==> src/rtl/pei_pkg.sv <==
package pei_pkg;

  localparam int REG_ADDR_W = 2;

  typedef enum logic [REG_ADDR_W-1:0] {
    REG_RISE_EN = 2'd0,
    REG_FALL_EN = 2'd1,
    REG_PENDING = 2'd2,
    REG_ACK     = 2'd3
  } reg_sel_e;

  // Transition low-to-high between the previous and current sample
  function automatic logic went_high(input logic cur, input logic prev);
    return cur & ~prev;
  endfunction

  // Transition high-to-low between the previous and current sample
  function automatic logic went_low(input logic cur, input logic prev);
    return ~cur & prev;
  endfunction

  // Next pending state: a new event overrides an acknowledge
  function automatic logic next_pending(input logic cur, input logic set,
                                        input logic clr);
    return set | (cur & ~clr);
  endfunction

endpackage

==> src/rtl/pei_regfile.sv <==
module pei_regfile
  import pei_pkg::*;
#(
  parameter int NPINS = 32
) (
  input  logic                  clk,
  input  logic                  rst_n,
  input  logic                  wr_en,
  input  logic                  rd_en,
  input  logic [REG_ADDR_W-1:0] addr,
  input  logic [NPINS-1:0]      wdata,
  input  logic [NPINS-1:0]      pending,
  output logic [NPINS-1:0]      rise_en,
  output logic [NPINS-1:0]      fall_en,
  output logic [NPINS-1:0]      ack_vec,
  output logic [NPINS-1:0]      rdata
);

  reg_sel_e         sel;
  logic [NPINS-1:0] rise_q;
  logic [NPINS-1:0] fall_q;
  logic [NPINS-1:0] rdata_q;
  logic [NPINS-1:0] rd_mux;

  assign sel = reg_sel_e'(addr);

  always_comb begin
    case (sel)
      REG_RISE_EN: rd_mux = rise_q;
      REG_FALL_EN: rd_mux = fall_q;
      REG_PENDING: rd_mux = pending;
      default:     rd_mux = '0;
    endcase
  end

  always_ff @(posedge clk or negedge rst_n) begin
    if (!rst_n) begin
      rise_q  <= '0;
      fall_q  <= '0;
      rdata_q <= '0;
    end else begin
      if (wr_en && sel == REG_RISE_EN) rise_q <= wdata;
      if (wr_en && sel == REG_FALL_EN) fall_q <= wdata;
      if (rd_en) rdata_q <= rd_mux;
    end
  end

  assign ack_vec = (wr_en && sel == REG_ACK) ? wdata : '0;
  assign rise_en = rise_q;
  assign fall_en = fall_q;
  assign rdata   = rdata_q;

endmodule

==> src/rtl/pei_edge_detect.sv <==
module pei_edge_detect
  import pei_pkg::*;
#(
  parameter int NPINS = 32
) (
  input  logic             clk,
  input  logic             rst_n,
  input  logic [NPINS-1:0] pin_in,
  input  logic [NPINS-1:0] rise_en,
  input  logic [NPINS-1:0] fall_en,
  output logic [NPINS-1:0] evt_vec
);

  logic [NPINS-1:0] prev_q;
  logic [NPINS-1:0] rise_hit;
  logic [NPINS-1:0] fall_hit;

  always_ff @(posedge clk or negedge rst_n) begin
    if (!rst_n) prev_q <= '0;
    else        prev_q <= pin_in;
  end

  for (genvar g = 0; g < NPINS; g++) begin : g_pin
    assign rise_hit[g] = went_high(pin_in[g], prev_q[g]);
    assign fall_hit[g] = went_low(pin_in[g], prev_q[g]);
    assign evt_vec[g]  = (rise_hit[g] & rise_en[g]) | (fall_hit[g] & fall_en[g]);
  end

endmodule

==> src/rtl/pei_pending.sv <==
module pei_pending
  import pei_pkg::*;
#(
  parameter int NPINS = 32
) (
  input  logic             clk,
  input  logic             rst_n,
  input  logic [NPINS-1:0] evt_vec,
  input  logic [NPINS-1:0] ack_vec,
  output logic [NPINS-1:0] pending,
  output logic             irq
);

  logic [NPINS-1:0] pend_q;
  logic             irq_q;

  for (genvar g = 0; g < NPINS; g++) begin : g_bit
    always_ff @(posedge clk or negedge rst_n) begin
      if (!rst_n) pend_q[g] <= 1'b0;
      else        pend_q[g] <= next_pending(pend_q[g], evt_vec[g], ack_vec[g]);
    end
  end

  always_ff @(posedge clk or negedge rst_n) begin
    if (!rst_n) irq_q <= 1'b0;
    else        irq_q <= |pend_q;
  end

  assign pending = pend_q;
  assign irq     = irq_q;

endmodule

==> src/rtl/pin_edge_irq.sv <==
module pin_edge_irq
  import pei_pkg::*;
#(
  parameter int NPINS = 32
) (
  input  logic                  clk,
  input  logic                  rst_n,
  input  logic [NPINS-1:0]      pin_in,
  input  logic                  bus_wr,
  input  logic                  bus_rd,
  input  logic [REG_ADDR_W-1:0] bus_addr,
  input  logic [NPINS-1:0]      bus_wdata,
  output logic [NPINS-1:0]      bus_rdata,
  output logic                  irq
);

  logic [NPINS-1:0] rise_en;
  logic [NPINS-1:0] fall_en;
  logic [NPINS-1:0] ack_vec;
  logic [NPINS-1:0] evt_vec;
  logic [NPINS-1:0] pending;

  pei_regfile #(.NPINS(NPINS)) u_regs (
    .clk     (clk),
    .rst_n   (rst_n),
    .wr_en   (bus_wr),
    .rd_en   (bus_rd),
    .addr    (bus_addr),
    .wdata   (bus_wdata),
    .pending (pending),
    .rise_en (rise_en),
    .fall_en (fall_en),
    .ack_vec (ack_vec),
    .rdata   (bus_rdata)
  );

  pei_edge_detect #(.NPINS(NPINS)) u_edge (
    .clk     (clk),
    .rst_n   (rst_n),
    .pin_in  (pin_in),
    .rise_en (rise_en),
    .fall_en (fall_en),
    .evt_vec (evt_vec)
  );

  pei_pending #(.NPINS(NPINS)) u_pend (
    .clk     (clk),
    .rst_n   (rst_n),
    .evt_vec (evt_vec),
    .ack_vec (ack_vec),
    .pending (pending),
    .irq     (irq)
  );

endmodule

==> config.mk <==
export PLATFORM = sky130hd
export DESIGN_NAME = pin_edge_irq
export DESIGN_NICKNAME = d
export VERILOG_FILES = /design/src/rtl/pei_pkg.sv /design/src/rtl/pei_regfile.sv /design/src/rtl/pei_edge_detect.sv /design/src/rtl/pei_pending.sv /design/src/rtl/pin_edge_irq.sv
export SDC_FILE = /design/constraint.sdc
export NUM_CORES = 1
export LEC_CHECK = 0
export ABC_AREA = 1
export CAP_MARGIN = 40
export CORE_MARGIN = 8
export CORE_UTILIZATION = 60
export CTS_BUF_LIST = sky130_fd_sc_hd__clkbuf_8
export CTS_CLUSTER_SIZE = 40
export DETAILED_ROUTE_END_ITERATION = 8
export DONT_BUFFER_PORTS = 1
export PLACE_DENSITY = 0.76
export SLEW_MARGIN = 20
export SYNTH_ARGS = -nofsm -noshare
export SYNTH_HDL_FRONTEND = slang
export SYNTH_SLANG_ARGS = --single-unit
==> constraint.sdc <==
create_clock -name clk -period 3.25 [get_ports clk]
set_clock_uncertainty 0.2 [all_clocks]
set_input_delay 0.8125 -clock clk [delete_from_list [all_inputs] [get_ports clk]]
set_output_delay 0.8125 -clock clk [all_outputs]
set_load 0.05 [all_outputs]
# After elaboration in Yosys (flattened, before gate mapping)
# Index checks and enable logic that the tools add are counted.
dict set report totals {
  register_bits 161
  output_inout_bits 33
}
dict set report op_classes {
  n_eq_ne 3
  muxes 2
  bitwise 320
  reduce_logical 5
}
# operator n
set ops {}
lappend ops {{$and 1x1->1} 160}
lappend ops {{$not 1->1} 96}
lappend ops {{$pmux 32 s3} 1}
lappend ops {{$or 1x1->1} 64}
lappend ops {{$mux 32} 1}
lappend ops {{$reduce_or 32->1} 1}
lappend ops {{$eq 2x2->1 const B} 2}
lappend ops {{$logic_and 1x1->1} 3}
lappend ops {{$eq 2x1->1 const B} 1}
lappend ops {{$logic_not 2->1} 1}

# Logic depth before layout (Yosys ltp)
# Gate-level depths: netlist of the first run.
dict set report logic_depth {
  ltp_word 6
  depth_mapped 7
  mapped_depth_nobuf 6
}

# Cells and area by module
# From an unflattened synthesis of the first run, not the netlist that was laid out.
dict set report hier_totals {
  cells_unflattened 876
  area_unflattened_um2 7375.8
}
# module n_inst cells_per_inst area_per_inst_um2
set modules_own_cells {}
lappend modules_own_cells {pei_regfile 1 558 4596.9}
lappend modules_own_cells {pei_edge_detect 1 192 1481.4}
lappend modules_own_cells {pei_pending 1 126 1297.5}

# Least setup slack after synthesis of the first run
# OpenSTA, ideal clock, no wires.
dict set report synth_path {
  path_kind {input to register}
  from {input bus_addr[1]}
  to {register u_regs.rise_q[11] (netlist: u_regs.rise_en[11])}
  setup_ps 132
  arrival_time_ps 1447
  setup_slack_ps 1471
  cell_stages 5
  cell_sequence {nor2_2 -> nand2_2 -> clkbuf_1 -> nand2_1 -> o21ai_0}
}
dict set report synth_between {
  elab_chain_len 2
}
# item line_no
set synth_rtl {}
lappend synth_rtl {{start: declaration} pin_edge_irq.sv:11} ;# input logic [REG_ADDR_W-1:0] bus_addr,
lappend synth_rtl {{$logic_not 2->1} pei_regfile.sv:42} ;# if (wr_en && sel == REG_RISE_EN) rise_q <= wdata;
lappend synth_rtl {{$logic_and 1x1->1} pei_regfile.sv:42}
lappend synth_rtl {{end signal: assignment} pei_regfile.sv:42}
lappend synth_rtl {{end: declaration} pei_regfile.sv:20} ;# logic [NPINS-1:0] rise_q;
# Every way passes these cells.
# A chain may end at the register's enable or synchronous reset.

# Final worst setup path of the first run
dict set report layout_path {
  from {register u_regs.rdata_q[16] (netlist: u_regs.rdata[16])}
  to {output bus_rdata[16]}
}
# item line_no
set layout_lines {}
lappend layout_lines {{start: declaration} pei_regfile.sv:22} ;# logic [NPINS-1:0] rdata_q;
lappend layout_lines {{start signal: assignment} pei_regfile.sv:44} ;# if (rd_en) rdata_q <= rd_mux;
lappend layout_lines {{end: declaration} pin_edge_irq.sv:13} ;# output logic [NPINS-1:0] bus_rdata,
# No word-level cell between the ends.

==> run_results.csv, run 1 <==
group,metric,value,unit
synth,yosysSeqAreaShare,60.00,%
synth,yosysUniqueCellTypes,16,
global_route,grt_busiest_layer,"met2",
pwr,irDropWorstVdd,643.3,uV
timing,setup_tns,0,ns
synth,yosysMostFrequentCell,"nand2_1",
synth,synth_mux_area_share,0,%
worst_setup_path,critPathKind,"flip-flop to primary output",
global_route,grt_max_degree,162,
routing,num_vias,5162,
global_route,grt_pass1_wl,26050,um
global_route,use_met2,35.36,%
floorplanning,core,0.01089,mm^2
synth,synth.top_cell.area_share,60.00,%
global_route,grt.total_usage,22.50,%
synth,syn-num-nets,830,
worst_hold_path,hp-class,"primary input to async pin",
worst_setup_path,critPathMaxFanout,2,
clock_network,root_buffer,"clkbuf_8",
timing,slew_headroom,56.74,%
place,gp_congestion,0.7671,
worst_setup_path,required,2.24,ns
synth,synth_largest_area_cell,"dfrtp_1",
timing,worst_pin_slew,0.6489,ns
routing,firstDrtPassIters,7,
outcome,outcome,"finished, violations left",
layout,diodes,0,
clock_network,ctsResizeCount,0,
floorplanning,die_x,121.8,um
synth,ys.flop_type,"dfrtp_1",
synth,synth_edf_count,0,
worst_setup_path,crit_cells,0,
clock_network,clkSinkCount,161,
run,maxCapViolations,0,
clock_network,postCtsSetupRepairBufs,0,
routing,wl,15790,um
routing,drtAntennaViolNets,0,
floorplanning,dieArea,0.01483,mm^2
clock_network,insertion_delay,0.46,ns
routing,drc,0,
worst_setup_path,cp_data_arrival_time,1.13,ns
floorplanning,start_util,61.68,%
global_route,grt-ovfl-total,0,
timing,slew_violations,0,
pwr,p_leak,3.513,nW
place,dpl.hpwl,9711,um
global_route,antenna_found_initial,0,
pwr,fin_total_pwr,0.005078,W
routing,drtIter0Drc,554,
global_route,use_met1,27.97,%
synth,synth_area,0.006715,mm^2
clock_network,path_clk_slew,0.08,ns
synth,synth_top_family_by_area,"simple AND/OR/NAND/NOR gates",
timing,fin_crit_sh,66.04,%
timing,setup_viol,0,
floorplanning,io_pins,103,
worst_setup_path,crit_path_start_kind,"flip-flop",
clock_network,cts_buffer_depth,2,
layout,fin_util,67.51,%
synth,synth-compound-area-share,10.62,%
worst_setup_path,crit_path_end_kind,"primary output",
synth,yosysWarnings,0,
layout,nets,825,
synth,synthXorXnorAreaFrac,0,%
synth,synthAdderAreaFrac,0,%
timing,hold_viol,161,
routing,viasPerCell,5.685,
place,port_buffers,0,
pwr,powerDensity,690.8,mW/mm^2
global_route,grt_pass1_vias,5245,
routing,wl_per_cell,17.38,um
synth,yosys.area_share.simple,24.43,%
synth,syn_inst,760,
floorplanning,die-height,121.8,um
timing,fmax,466.0,MHz
clock_network,cts_tree,"done",
floorplanning,num_rows,38,
timing,timing.final.crit_period,2.146,ns
clock_network,cts_buffers,17,
timing,fin_hold_ws,-0.1540,ns
synth,netlist_top_cells_count,"300 x nand2_1, 161 x dfrtp_1, 61 x o21ai_0, 51 x inv_1",
timing,rsz0062_at_grt,"false",
global_route,met3_usage,7.959,%
synth,syn_avg_cell_area,8.836,um^2
synth,synth_top_cells_by_area,"dfrtp_1 60%, nand2_1 17%, o21ai_0 4.5%",
outcome,violations,"hold timing",
worst_setup_path,reg2reg_depth,6,
layout,syn_to_final_growth,9.465,%
clock_network,cts_max_level,4,
synth,ys_ff_latch,161,
synth,synthArstFlopShare,100.0,%
layout,layout-drive-gt1-share,5.859,%
-- stage by stage --
| step | setup slack [ns] | std cells | instance area [um^2] |
|---|---|---|---|
| after floorplan | 1.471 | 760 | 6715 |
| after global placement | 1.082 | 875 | 6825 |
| after detailed placement | 1.199 | 876 | 6853 |
| after CTS | 1.061 | 908 | 7351 |
| after global routing | 1.042 | 908 | 7351 |
| final | 1.104 | 908 | 7351 |
-- placed cells by master (no fill, tap or decap) --
master      synthesis  routed
nand2_2             2       2
buf_16              0       1
clkinvlp_4          0       4
o21ai_1            35      35
clkinv_4            0       1
buf_12              0       1
o21ai_0            61      61
dfrtp_1           161     161
nand4_1             1       1
o211ai_1           31      31
clkinv_2            0       3
buf_4               0       5
inv_1              51      51
bufinv_16           0       7
nand3b_1           31      31
nor2_4              0       3
nor2_1             15      15
nand3_1            35      35
and2_1              2       2
nand2_1           300     300
clkbuf_8            0      17
inv_2               1       1
-- report_power, final --
group / switching (W) / leakage [nW] / internal (W) / total (W)
Combinational: 0.000282 / 1.35 / 0.000215 / 0.000498
Clock: 0.000737 / 0.238 / 0.00106 / 0.00180
Sequential: 0.000474 / 1.93 / 0.00230 / 0.00278
-- metal layers --
layer | routed length [um] | vias up | share of wire (%)
li1 | - | 2448 | -
met2 | 7523 | 178 | 48
met5 | 0 | - | 0
met1 | 6711 | 2506 | 43
met4 | 298 | 0 | 1.9
met3 | 1251 | 30 | 7.9
-- final cells by class --
cell class,instances,area (um^2)
repair buffers,7,85.08
multi-input cells,516,2369
well taps,140,175.2
fillers,880,3537
clock inverters,15,264.0
clock buffers,17,234.0
inverters,52,195.2
flip-flops and latches,161,4029
-- cells by family (layout without fill, tap and decap cells) --
group           after synthesis  count (layout)
simple gates                389             389
flops                       161             161
compound gates              127             127
buf+inv                      83              91
-- flip-flops by register name, indices dropped and copies added, names as in the netlist --
| register | cells |
|---|---|
| u_pend.pending | 32 |
| u_edge.prev_q | 32 |
| u_regs.rdata | 32 |
| u_regs.fall_en | 32 |
| u_regs.rise_en | 32 |
| u_pend.irq | 1 |
-- final timing paths --
| kind | start | to | slack, ns |
|---|---|---|---|
| min in group clk | pin_in[16] | u_edge.prev_q[16]$_DFF_PN0_ | 0.17 |
| worst min-delay path | rst_n | u_regs.rdata[24]$_DFFE_PN0P_ | -0.15 |
| max in group asynchronous | rst_n | u_pend.irq$_DFF_PN0_ | 2.59 |
| worst max-delay path | u_regs.rdata[16]$_DFFE_PN0P_ | bus_rdata[16] | 1.10 |
| worst max register to register | u_pend.pending[12]$_DFF_PN0_ | u_pend.irq$_DFF_PN0_ | 2.00 |
| worst min register to register | u_regs.rise_en[23]$_DFFE_PN0P_ | u_regs.rise_en[23]$_DFFE_PN0P_ | 0.32 |
-- worst reg2reg max path: cells and delay by family (launching register included) --
kind                   cells  cell delay [ns]
flip-flops                 1             0.40
AND/OR/NAND/NOR            5             0.47
buffers and inverters      1             0.06
Power figures use the tool's default switching activity.
==> inputs of run 2 (changes only) <==
==> constraint.sdc (replaced) <==
create_clock -name clk -period 2 [get_ports clk]
set_clock_uncertainty 0.2 [all_clocks]
set_input_delay 0.5 -clock clk [delete_from_list [all_inputs] [get_ports clk]]
set_output_delay 0.5 -clock clk [all_outputs]
set_load 0.05 [all_outputs]
==> run 2 against run 1 <==
The run still ends with hold timing left. Routed wire length is 7.4% higher. Die area stayed put. Utilization up 3.5 points. Global-route usage increased by 1.4 points. First-iteration DRC count increased by 0.72%. Final area up 5.2%. Largest power group unchanged. Cell count grew 4.7%.
==> run_results.csv, run 2 (synthesized netlist as in run 1, its figures left out) <==
group,metric,value,unit
outcome,outcome,"finished, violations left",
place,gp_congestion,0.7796,
layout,layout-drive-gt1-share,5.549,%
clock_network,cts_buffers,17,
worst_setup_path,critPathKind,"flip-flop to primary output",
worst_setup_path,crit_path_end_kind,"primary output",
clock_network,path_clk_slew,0.08,ns
clock_network,postCtsSetupRepairBufs,0,
global_route,antenna_found_initial,0,
layout,design_area,0.007735,mm^2
clock_network,cts_tree,"done",
routing,drc,0,
global_route,grt.total_usage,23.85,%
timing,setup_tns,0,ns
global_route,grt_max_degree,162,
layout,syn_to_final_growth,15.19,%
place,dpl-instance-area,0.006905,mm^2
place,dpl.hpwl,10060,um
worst_setup_path,critPathMaxFanout,2,
routing,wl,16960,um
floorplanning,die_x,121.8,um
clock_network,ctsHoldBuffers,42,
global_route,grt-ovfl-total,0,
timing,fin_hold_ws,-0.4690,ns
worst_setup_path,crit_path_start_kind,"flip-flop",
routing,drtAntennaViolNets,0,
global_route,grt_pass1_vias,5623,
routing,wl_per_cell,17.83,um
floorplanning,die-height,121.8,um
pwr,powerDensity,1016,mW/mm^2
layout,fill_cells,818,
layout,final_common_cell,"nand2_1",
clock_network,clkSinkCount,161,
run,maxCapViolations,0,
routing,firstDrtPassIters,5,
floorplanning,num_rows,38,
clock_network,cts_buffer_depth,2,
clock_network,root_buffer,"clkbuf_8",
timing,fmax,544.0,MHz
timing,setup_viol,0,
timing,hold_viol,161,
clock_network,cts_max_level,4,
worst_setup_path,required,1.30,ns
pwr,p_leak,3.696,nW
routing,num_vias,5453,
pwr,irDropWorstVdd,798.0,uV
clock_network,insertion_delay,0.45,ns
floorplanning,dieArea,0.01483,mm^2
outcome,violations,"hold timing",
floorplanning,core,0.01089,mm^2
layout,multi_input_area,0.002369,mm^2
floorplanning,io_pins,103,
layout,final_cell_mix,"300 x nand2_1, 161 x dfrtp_1, 61 x o21ai_0, 53 x inv_1, 41 x dlygate4sd3_1",
timing,worst_pin_slew,0.6184,ns
routing,viasPerCell,5.734,
timing,slew_violations,0,
layout,diodes,0,
timing,fin_crit_sh,91.91,%
place,port_buffers,0,
timing,slew_headroom,58.78,%
worst_setup_path,cp_data_arrival_time,1.14,ns
floorplanning,start_util,61.68,%
layout,regArea,0.004029,mm^2
timing,rsz0062_at_grt,"false",
routing,drtIter0Drc,558,
global_route,grt_pass1_wl,27740,um
clock_network,ctsResizeCount,0,
layout,nets,870,
timing,timing.final.crit_period,1.838,ns
worst_hold_path,hp-class,"primary input to async pin",
==> run 2: cell types whose count changed in the layout (fill, tap and decap cells not counted) <==
cell and delta:
bufinv_16 -5, buf_12 +5, clkbuf_8 +6, buf_16 -1, inv_1 +2, dlygate4sd3_1 +41
clkinvlp_4 -4, clkinv_4 -1
==> run 2: cell type report <==
cell class	count	area share, %
Tap cell	140	2.265
Sequential cell	161	52.09
Clock inverter	7	1.068
Clock buffer	23	4.093
Inverter	52	2.523
Multi-Input combinational cell	516	30.62
Timing Repair Buffer	52	7.344
==> run 2: worst paths after layout <==
check	start	to	slack, ns	depth (start not counted)
min	rst_n	u_edge.prev_q[24]$_DFF_PN0_	-0.47	0
max reg2reg	u_pend.pending[6]$_DFF_PN0_	u_pend.irq$_DFF_PN0_	0.73	5
max	u_regs.rdata[8]$_DFFE_PN0P_	bus_rdata[8]	0.16	0
max in group asynchronous	rst_n	u_pend.pending[9]$_DFF_PN0_	1.92	0
min reg2reg	u_regs.rise_en[15]$_DFFE_PN0P_	u_regs.rise_en[15]$_DFFE_PN0P_	0.32	2
min in group clk	pin_in[18]	u_pend.pending[18]$_DFF_PN0_	0.03	2
==> run 2: layer usage <==
metal  share of wire, %  vias up  GRT usage [%]
met5                  0        -              0
met4                1.4        0          7.556
met3                7.9       34          8.144
met2                 49      222          37.79
met1                 42     2658          30.31
li1                   -     2539              -
==> run 2: per-stage QoR <==
stage / setup slack [ns] / instances / util (%) / total power, W / hold slack, ns
6_report: 0.1619 / 951 / 71.04 / 0.007855 / -0.4690
5_1_grt: 0.1022 / 951 / 71.04 / 0.008242 / -0.5044
4_1_cts: 0.1299 / 951 / 71.04 / 0.007890 / -0.4927
3_5_place_dp: 0.3538 / 879 / 63.42 / 0.005412 / 0.009934
3_3_place_gp: 0.4445 / 879 / 63.42 / 0.005335 / 0.01017
2_1_floorplan: 0.5338 / 760 / - / 0.005123 / 0.004409
==> run 2: where the power goes <==
part	switching (W)	internal [W]	leakage (nW)
sequential	0.000782	0.00375	1.93
clock	0.00112	0.00128	0.216
combinational	0.000511	0.000418	1.55
